File: src/rtl/ptw_pkg.sv
package ptw_pkg;

  // Entry bit positions that the walker decodes
  localparam int ENT_VALID_BIT    = 0;
  localparam int ENT_RESIDENT_BIT = 1;
  localparam int ENT_PERM_LSB     = 2;

  typedef enum logic [2:0] {
    ST_IDLE,
    ST_READ_L1,
    ST_WAIT_L1,
    ST_READ_L2,
    ST_WAIT_L2,
    ST_DONE,
    ST_FAULT
  } walk_state_t;

endpackage

File: src/rtl/ptw_addr_gen.sv
module ptw_addr_gen #(
  parameter int ADDR_W = 32,
  parameter int IDX_W  = 10
) (
  input  logic [ADDR_W-1:0] table_base,
  input  logic [IDX_W-1:0]  index,
  output logic [ADDR_W-1:0] entry_addr
);

  // An entry is four bytes, so the index is scaled by four
  function automatic logic [ADDR_W-1:0] scaled_entry(
    input logic [ADDR_W-1:0] base,
    input logic [IDX_W-1:0]  idx
  );
    logic [ADDR_W-1:0] off;
    off = ADDR_W'(idx) << 2;
    return base + off;
  endfunction

  assign entry_addr = scaled_entry(table_base, index);

endmodule

File: src/rtl/ptw_entry_class.sv
module ptw_entry_class
  import ptw_pkg::*;
#(
  parameter int ADDR_W = 32,
  parameter int OFFS_W = 12,
  parameter int PERM_W = 4
) (
  input  logic [ADDR_W-1:0]        entry,
  output logic                     is_link,
  output logic                     is_absent,
  output logic                     is_void,
  output logic [ADDR_W-OFFS_W-1:0] frame,
  output logic [PERM_W-1:0]        perm
);

  assign is_link   = entry[ENT_VALID_BIT] & entry[ENT_RESIDENT_BIT];
  assign is_absent = entry[ENT_VALID_BIT] & ~entry[ENT_RESIDENT_BIT];
  assign is_void   = ~entry[ENT_VALID_BIT];
  assign frame     = entry[ADDR_W-1:OFFS_W];
  assign perm      = entry[ENT_PERM_LSB +: PERM_W];

endmodule

File: src/rtl/pt_walker.sv
module pt_walker
  import ptw_pkg::*;
#(
  parameter int ADDR_W   = 32,
  parameter int L1_IDX_W = 10,
  parameter int L2_IDX_W = 10,
  parameter int OFFS_W   = 12,
  parameter int PERM_W   = 4,
  localparam int VPN_W   = L1_IDX_W + L2_IDX_W,
  localparam int PPN_W   = ADDR_W - OFFS_W
) (
  input  logic              clk,
  input  logic              rst_n,
  input  logic [ADDR_W-1:0] root_base,
  input  logic              req_valid,
  input  logic [VPN_W-1:0]  req_vpn,
  output logic              req_ready,
  output logic              mem_rd_req,
  output logic [ADDR_W-1:0] mem_rd_addr,
  input  logic              mem_rsp_valid,
  input  logic [ADDR_W-1:0] mem_rsp_data,
  output logic              refill_valid,
  output logic [VPN_W-1:0]  resp_vpn,
  output logic [PPN_W-1:0]  refill_ppn,
  output logic [PERM_W-1:0] refill_perm,
  output logic              fault_valid,
  output logic              fault_level,
  output logic              fault_absent
);

  localparam int LEVELS = 2;
  localparam int IDX_MAX = (L1_IDX_W > L2_IDX_W) ? L1_IDX_W : L2_IDX_W;

  walk_state_t state_q, state_d;
  logic [VPN_W-1:0]  vpn_q;
  logic [ADDR_W-1:0] root_q;
  logic [PPN_W-1:0]  table_q;
  logic [PPN_W-1:0]  ppn_q;
  logic [PERM_W-1:0] perm_q;
  logic              flt_level_q;
  logic              flt_absent_q;

  // Named events for the checker
  logic accept;
  logic take_l1;
  logic take_l2;
  logic lvl1_link_take;
  logic walk_abort;

  logic              ent_link, ent_absent, ent_void;
  logic [PPN_W-1:0]  ent_frame;
  logic [PERM_W-1:0] ent_perm;

  logic [ADDR_W-1:0]  lvl_base [LEVELS];
  logic [IDX_MAX-1:0] lvl_idx  [LEVELS];
  logic [ADDR_W-1:0]  lvl_addr [LEVELS];

  assign lvl_base[0] = root_q;
  assign lvl_idx[0]  = IDX_MAX'(vpn_q[VPN_W-1 -: L1_IDX_W]);
  assign lvl_base[1] = {table_q, {OFFS_W{1'b0}}};
  assign lvl_idx[1]  = IDX_MAX'(vpn_q[L2_IDX_W-1:0]);

  for (genvar lv = 0; lv < LEVELS; lv++) begin : g_level
    ptw_addr_gen #(
      .ADDR_W(ADDR_W),
      .IDX_W (IDX_MAX)
    ) u_addr (
      .table_base(lvl_base[lv]),
      .index     (lvl_idx[lv]),
      .entry_addr(lvl_addr[lv])
    );
  end

  ptw_entry_class #(
    .ADDR_W(ADDR_W),
    .OFFS_W(OFFS_W),
    .PERM_W(PERM_W)
  ) u_class (
    .entry    (mem_rsp_data),
    .is_link  (ent_link),
    .is_absent(ent_absent),
    .is_void  (ent_void),
    .frame    (ent_frame),
    .perm     (ent_perm)
  );

  assign req_ready      = (state_q == ST_IDLE);
  assign accept         = req_valid && req_ready;
  assign take_l1        = mem_rsp_valid && (state_q == ST_WAIT_L1);
  assign take_l2        = mem_rsp_valid && (state_q == ST_WAIT_L2);
  assign lvl1_link_take = take_l1 && ent_link;
  assign walk_abort     = (take_l1 || take_l2) && (ent_absent || ent_void);

  always_comb begin
    state_d = state_q;
    unique case (state_q)
      ST_IDLE:    if (accept) state_d = ST_READ_L1;
      ST_READ_L1: state_d = ST_WAIT_L1;
      ST_WAIT_L1: if (take_l1) state_d = ent_link ? ST_READ_L2 : ST_FAULT;
      ST_READ_L2: state_d = ST_WAIT_L2;
      ST_WAIT_L2: if (take_l2) state_d = ent_link ? ST_DONE : ST_FAULT;
      ST_DONE:    state_d = ST_IDLE;
      ST_FAULT:   state_d = ST_IDLE;
      default:    state_d = ST_IDLE;
    endcase
  end

  always_ff @(posedge clk) begin
    if (!rst_n) begin
      state_q      <= ST_IDLE;
      vpn_q        <= '0;
      root_q       <= '0;
      table_q      <= '0;
      ppn_q        <= '0;
      perm_q       <= '0;
      flt_level_q  <= 1'b0;
      flt_absent_q <= 1'b0;
    end else begin
      state_q <= state_d;
      if (accept) begin
        vpn_q  <= req_vpn;
        root_q <= root_base;
      end
      if (take_l1) begin
        table_q      <= ent_frame;
        flt_level_q  <= 1'b0;
        flt_absent_q <= ent_absent;
      end
      if (take_l2) begin
        ppn_q        <= ent_frame;
        perm_q       <= ent_perm;
        flt_level_q  <= 1'b1;
        flt_absent_q <= ent_absent;
      end
    end
  end

  assign mem_rd_req   = (state_q == ST_READ_L1) || (state_q == ST_READ_L2);
  assign mem_rd_addr  = (state_q == ST_READ_L2) ? lvl_addr[1] : lvl_addr[0];
  assign refill_valid = (state_q == ST_DONE);
  assign fault_valid  = (state_q == ST_FAULT);
  assign resp_vpn     = vpn_q;
  assign refill_ppn   = ppn_q;
  assign refill_perm  = perm_q;
  assign fault_level  = flt_level_q;
  assign fault_absent = flt_absent_q;

endmodule

File: config.mk
export PLATFORM = sky130hd
export DESIGN_NAME = pt_walker
export DESIGN_NICKNAME = d
export VERILOG_FILES = /design/src/rtl/ptw_pkg.sv /design/src/rtl/ptw_addr_gen.sv /design/src/rtl/ptw_entry_class.sv /design/src/rtl/pt_walker.sv
export SDC_FILE = /design/constraint.sdc
export NUM_CORES = 1
export LEC_CHECK = 0
export ABC_CLOCK_PERIOD_IN_PS = 6080
export BUFFER_PORTS_ARGS = -buffer_cell sky130_fd_sc_hd__buf_2
export CAP_MARGIN = 20
export CORE_ASPECT_RATIO = 1.2
export CORE_MARGIN = 2
export CORE_UTILIZATION = 50
export DETAILED_ROUTE_END_ITERATION = 6
export PLACE_DENSITY = 0.8
export SLEW_MARGIN = 5
export SYNTH_ARGS = -nofsm -noshare
export SYNTH_HDL_FRONTEND = slang
export SYNTH_HIERARCHICAL = 1
export SYNTH_SLANG_ARGS = --single-unit
File: constraint.sdc
create_clock -name clk -period 6.08 [get_ports clk]
set_input_delay 1.216 -clock clk [delete_from_list [all_inputs] [get_ports clk]]
set_output_delay 1.216 -clock clk [all_outputs]
set_load 0.02 [all_outputs]
======== Word-level counts from Yosys, hierarchy flattened ========
Cells that the tools add are included.
word-level totals
  bits in registers ....................... 101
  input port bits ......................... 88
  word-level logic and storage cells ...... 40
operators by class
  add/sub/neg operators ................... 2
  eq/ne operators ......................... 9
  multiplexer cells ....................... 11
  bitwise operators ....................... 3
  reductions and logical operators ........ 7
operators by type and width
  operator                                               count
  adder 32 x 12 -> 32 bit                                2
  2-to-1 mux 32 bit                                      1
  case mux 3 bit (5 select lines)                        1
  2-to-1 mux 3 bit                                       4
  == test 3 bit, second input constant                   3
  == test 3 x 2 -> 1 bit, second input constant          2
  2-to-1 mux 1 bit                                       4
  inequality test 2 bit, second input constant           2
  == test 3 x 1 -> 1 bit, second input constant          1
  logical AND 1 bit                                      3
  logical NOT 3 bit                                      1
  AND reduction 3 bit                                    1
  AND 1 bit                                              2
  2-to-1 mux 2 bit                                       1
  inequality test 2 x 1 -> 1 bit, second input constant  1
  nonzero test 2 bit                                     1
  logical OR 1 bit                                       1
  NOT 1 bit                                              1

======== Logic depth before layout (Yosys ltp) ========
  depth after elaboration ................. 4
  gate-level depth with buffers ........... 11

======== Modules after synthesis ========
The synthesis kept the hierarchy.
by module, submodules not included
  module           times used  cells an instance  area an instance (um^2)  seq. area each (um^2)
  pt_walker        1           497                4,251.6                  2,021.9
  ptw_addr_gen     2           121                879.6                    0.0
  ptw_entry_class  1           27                 200.2                    0.0

======== Worst setup path before layout ========
OpenSTA, ideal clock, no wires.
  kind .................................... flip-flop to output port
  start point ............................. register vpn_q[10], in the netlist resp_vpn[10]
  end point ............................... output port mem_rd_addr[22]
  arrival ................................. 2.358 ns
  required time ........................... 4.864 ns
  path slack .............................. 2.506 ns
  cell stages (with the launch flop) ...... 12
  path buffers ............................ 1
  cells stage by stage .................... dfxtp_1 ha_1 inv_1 fa_1 and2b_1 o2111ai_1 a21oi_1 o41a_1 buf_6 nand4_1 xnor2_1 mux2_2
RTL lines
  what                    line              source
  from (decl)             pt_walker.sv:35   logic [VPN_W-1:0] vpn_q;
  from (signal assigned)  pt_walker.sv:121  vpn_q <= req_vpn;
  to (decl)               pt_walker.sv:19   output logic [ADDR_W-1:0] mem_rd_addr,

==> results.txt <==
The initial antenna violation count is 0. The final number of setup-violating endpoints is 0. The number of cells on the worst reg-to-reg path is 3. The final weighted congestion of routability-driven global placement is between 0.8 and 0.9. Entering global routing, the biggest net connects 105 pins. The total CTS buffers came out at 9. The clock arrives with approximately 0.0042 ns of skew. The floorplan step defined a die boundary enclosing 0.0133 sq mm. The number of buffers and inverters on the critical path is 2. The total of cells resized after clock tree synthesis came out at 0. The type of the worst setup path is flip-flop to primary output. The area overhead of the layout relative to synthesis came out at 14.2%. The clock share of power came out at 30.9%. The post-cts hold buffer count is 0.

The post-CTS setup-driven buffer insertion count is 0. The kind of cell with the highest combined delay along the critical path is compound AO/OA/AOI/OAI gates. Traced cell by cell, the critical path runs through ha_1, inv_1, fa_1, and2b_1, o2111ai_1, a21oi_1, o41a_1, nand4b_1, xnor2_1, mux2_2, buf_2.

The diode insertion count for antenna repair came out at 0. The largest individual stage delay along the critical path comes from the cell sky130_fd_sc_hd__o41a_1. The worst slack at placement is between 2 and 2.5 ns.

The critical path runs through a total of 11 cells. The global router's overall resource usage came out at a little over a fifth. The part of the total power dissipated in sequential elements came out at around two fifths. The initialized floorplan defines 44 standard-cell rows. The number of global-route vias before repair came out at 4925. Of the total power, the share spent switching nets is 34.1%.

The synthesized area came out at between 0.006 and 0.007 sq mm. Headroom to the max-slew limit came out at 41.0%. The number of nets in the finished design is 982.

The switching power summed over all nets is 650 uW. The count of nets left with antenna violations once routing finished came out at 0. The highest achievable clock rate is about 230 MHz.

In this run the standard cell core region covers around 0.012 sq mm. Detailed routing inserted a total of 5369 vias. Setup repair after global routing left no endpoint under its margin. The proportion of power drawn by combinational gates is 27.8%. The clock edge transition at the registers on the reported setup and hold paths is ~0.070 ns. The routed wire length came out at ~14000 microns. STA classifies the critical path endpoint as a primary output. The share of the clock period used by the worst path is 70.6%.

The largest incremental delay on the critical path came out at approximately 0.42 ns. The total power per unit cell area came out at between 200 and 300 mW/mm^2. 170 I/O pins were placed. TritonCTS built the clock tree. The residual overflow from global routing came out at 0.

The detailed router finished its first iteration with 284 violations. The internal power summed over all cells is 1260 uW. The count of mapped cells out of synthesis is ~770.

The wire length of the first global-routing pass came out at 23600 microns. The final worst slack came out at 1.79 ns. The fraction of layout instances using a drive strength above 1 came out at between 20 and 30%.

The clock period could shrink to 4.29 ns. The run finished with clean final reports. The classification of the worst-slack hold path is flip-flop to flip-flop.

The number of cells on the worst hold path is 2. The total number of yosys warnings came out at 6. The later pin in the worst-skew pair is clocked with a latency of between 0.3 and 0.4 ns. The number of slew-limit violations in the final report was 0. Measured along the x axis, the die boundary spans between 100 and 150 microns.

Dividing the synthesized area by the synthesized cell count gives 8.11 sq um. The number of buffers between clock root and the deepest sink came out at 2. The HPWL reported at the end of detailed placement came out at 10500 microns.

The core utilization of the finished layout came out at 58.5%. The worst path arrival time came out at 3.07 ns. The number of sinks on the clock net is around 100. The average wire per standard cell came out at around 14 microns. Across the VDD grid, the largest voltage drop is 185 uV.

Summed over all failing endpoints, the final setup total negative slack is 0 ns. Of all nets on the critical path, the largest fanout is 10. For this run, design rule violations remaining after detail routing come to 0. The number of buffers inserted by port buffering is 163. In this run the static leakage power is ~0.0031 uW. Data on the critical path is required at its endpoint by approximately 4.9 ns.

The number of optimization iterations in the first detailed-route pass is 4. The floorplan die height is 126 microns. The final number of hold-violating endpoints came out at 0.

The slew at the pin with the worst max-slew slack came out at 0.885 ns. The number of max-capacitance violations reported is 0. The buffer type at the clock tree root is sky130_fd_sc_hd__clkbuf_16. The worst setup path is launched from a flip-flop. The count of H-tree levels built during CTS is 3. The via-per-instance ratio is 5.17. Once the floorplan was initialized, standard cells occupied 51.2% of the core.
==> cell type report <==
class	instances	area, sq um
Clock buffer	10	229
Clock inverter	6	71.3
Fill cell	1167	5020
Sequential cell	101	2020
Inverter	10	37.5
Tap cell	161	201
Timing Repair Buffer	166	845
Multi-Input combinational cell	584	3680
==> routing by layer <==
layer  vias up  GRT usage, %  routed length, microns
met5         -             0                       0
met4         0          7.97                     255
met3        15          4.04                     704
met2       109          37.3                    6860
met1      2453          26.8                    6450
li1       2792             -                       -
==> stage by stage <==
step	hold slack (ns)	power, uW	cells	cell area, sq um
6_report	0.454	1910	1038	7090
5_1_grt	0.480	2010	1038	7090
3_3_place_gp	0.439	1320	1021	6780
2_1_floorplan	0.433	1200	777	6250
4_1_cts	0.455	1920	1038	7090
3_5_place_dp	0.445	1330	1022	6790
==> cells in the final DEF, fill, tap and decap left out, types with 8 or more instances in the layout <==
master / instances
sky130_fd_sc_hd__nand2_1: 164
sky130_fd_sc_hd__buf_2: 162
sky130_fd_sc_hd__dfxtp_1: 101
sky130_fd_sc_hd__nand3_1: 62
sky130_fd_sc_hd__o21ai_0: 52
sky130_fd_sc_hd__xnor2_1: 34
sky130_fd_sc_hd__a21boi_0: 33
sky130_fd_sc_hd__mux2_2: 30
sky130_fd_sc_hd__xor2_1: 22
sky130_fd_sc_hd__ha_1: 20
sky130_fd_sc_hd__nor2_1: 17
sky130_fd_sc_hd__a21oi_1: 17
sky130_fd_sc_hd__nand4_1: 14
sky130_fd_sc_hd__conb_1: 13
sky130_fd_sc_hd__a21boi_1: 12
sky130_fd_sc_hd__o21ai_1: 10
sky130_fd_sc_hd__inv_1: 10
sky130_fd_sc_hd__nor3_1: 9
sky130_fd_sc_hd__clkbuf_16: 9
sky130_fd_sc_hd__a21o_1: 8
==> tightest hold or removal path: stages (launching register included) <==
cell and delay (ns):
sky130_fd_sc_hd__dfxtp_1 0.31, sky130_fd_sc_hd__nand2_1 0.05, sky130_fd_sc_hd__a21boi_1 0.05
==> power by group through the flow <==
stage               Combinational (uW)  Clock (uW)  Sequential (uW)
floorplan                          399           0              806
global placement                   517           0              799
detailed placement                 525           0              802
CTS                                527         601              787
global route                       586         627              798
finish                             530         588              787
==> flip-flops by register name (all words and copies together), names as in the netlist <==
signal,count
refill_perm,4
fault_level,1
resp_vpn,20
refill_ppn,20
state_q,3
fault_absent,1
table_q,20
root_q,32
==> final timing paths <==
path / from / end / slack [ns]
max: resp_vpn[10] / mem_rd_addr[26] / 1.79
min: refill_ppn[18] / refill_ppn[18] / 0.45
max reg2reg: state_q[1] / fault_level / 4.07
min reg2reg: refill_ppn[18] / refill_ppn[18] / 0.45
(Power assumes the default switching activity.)
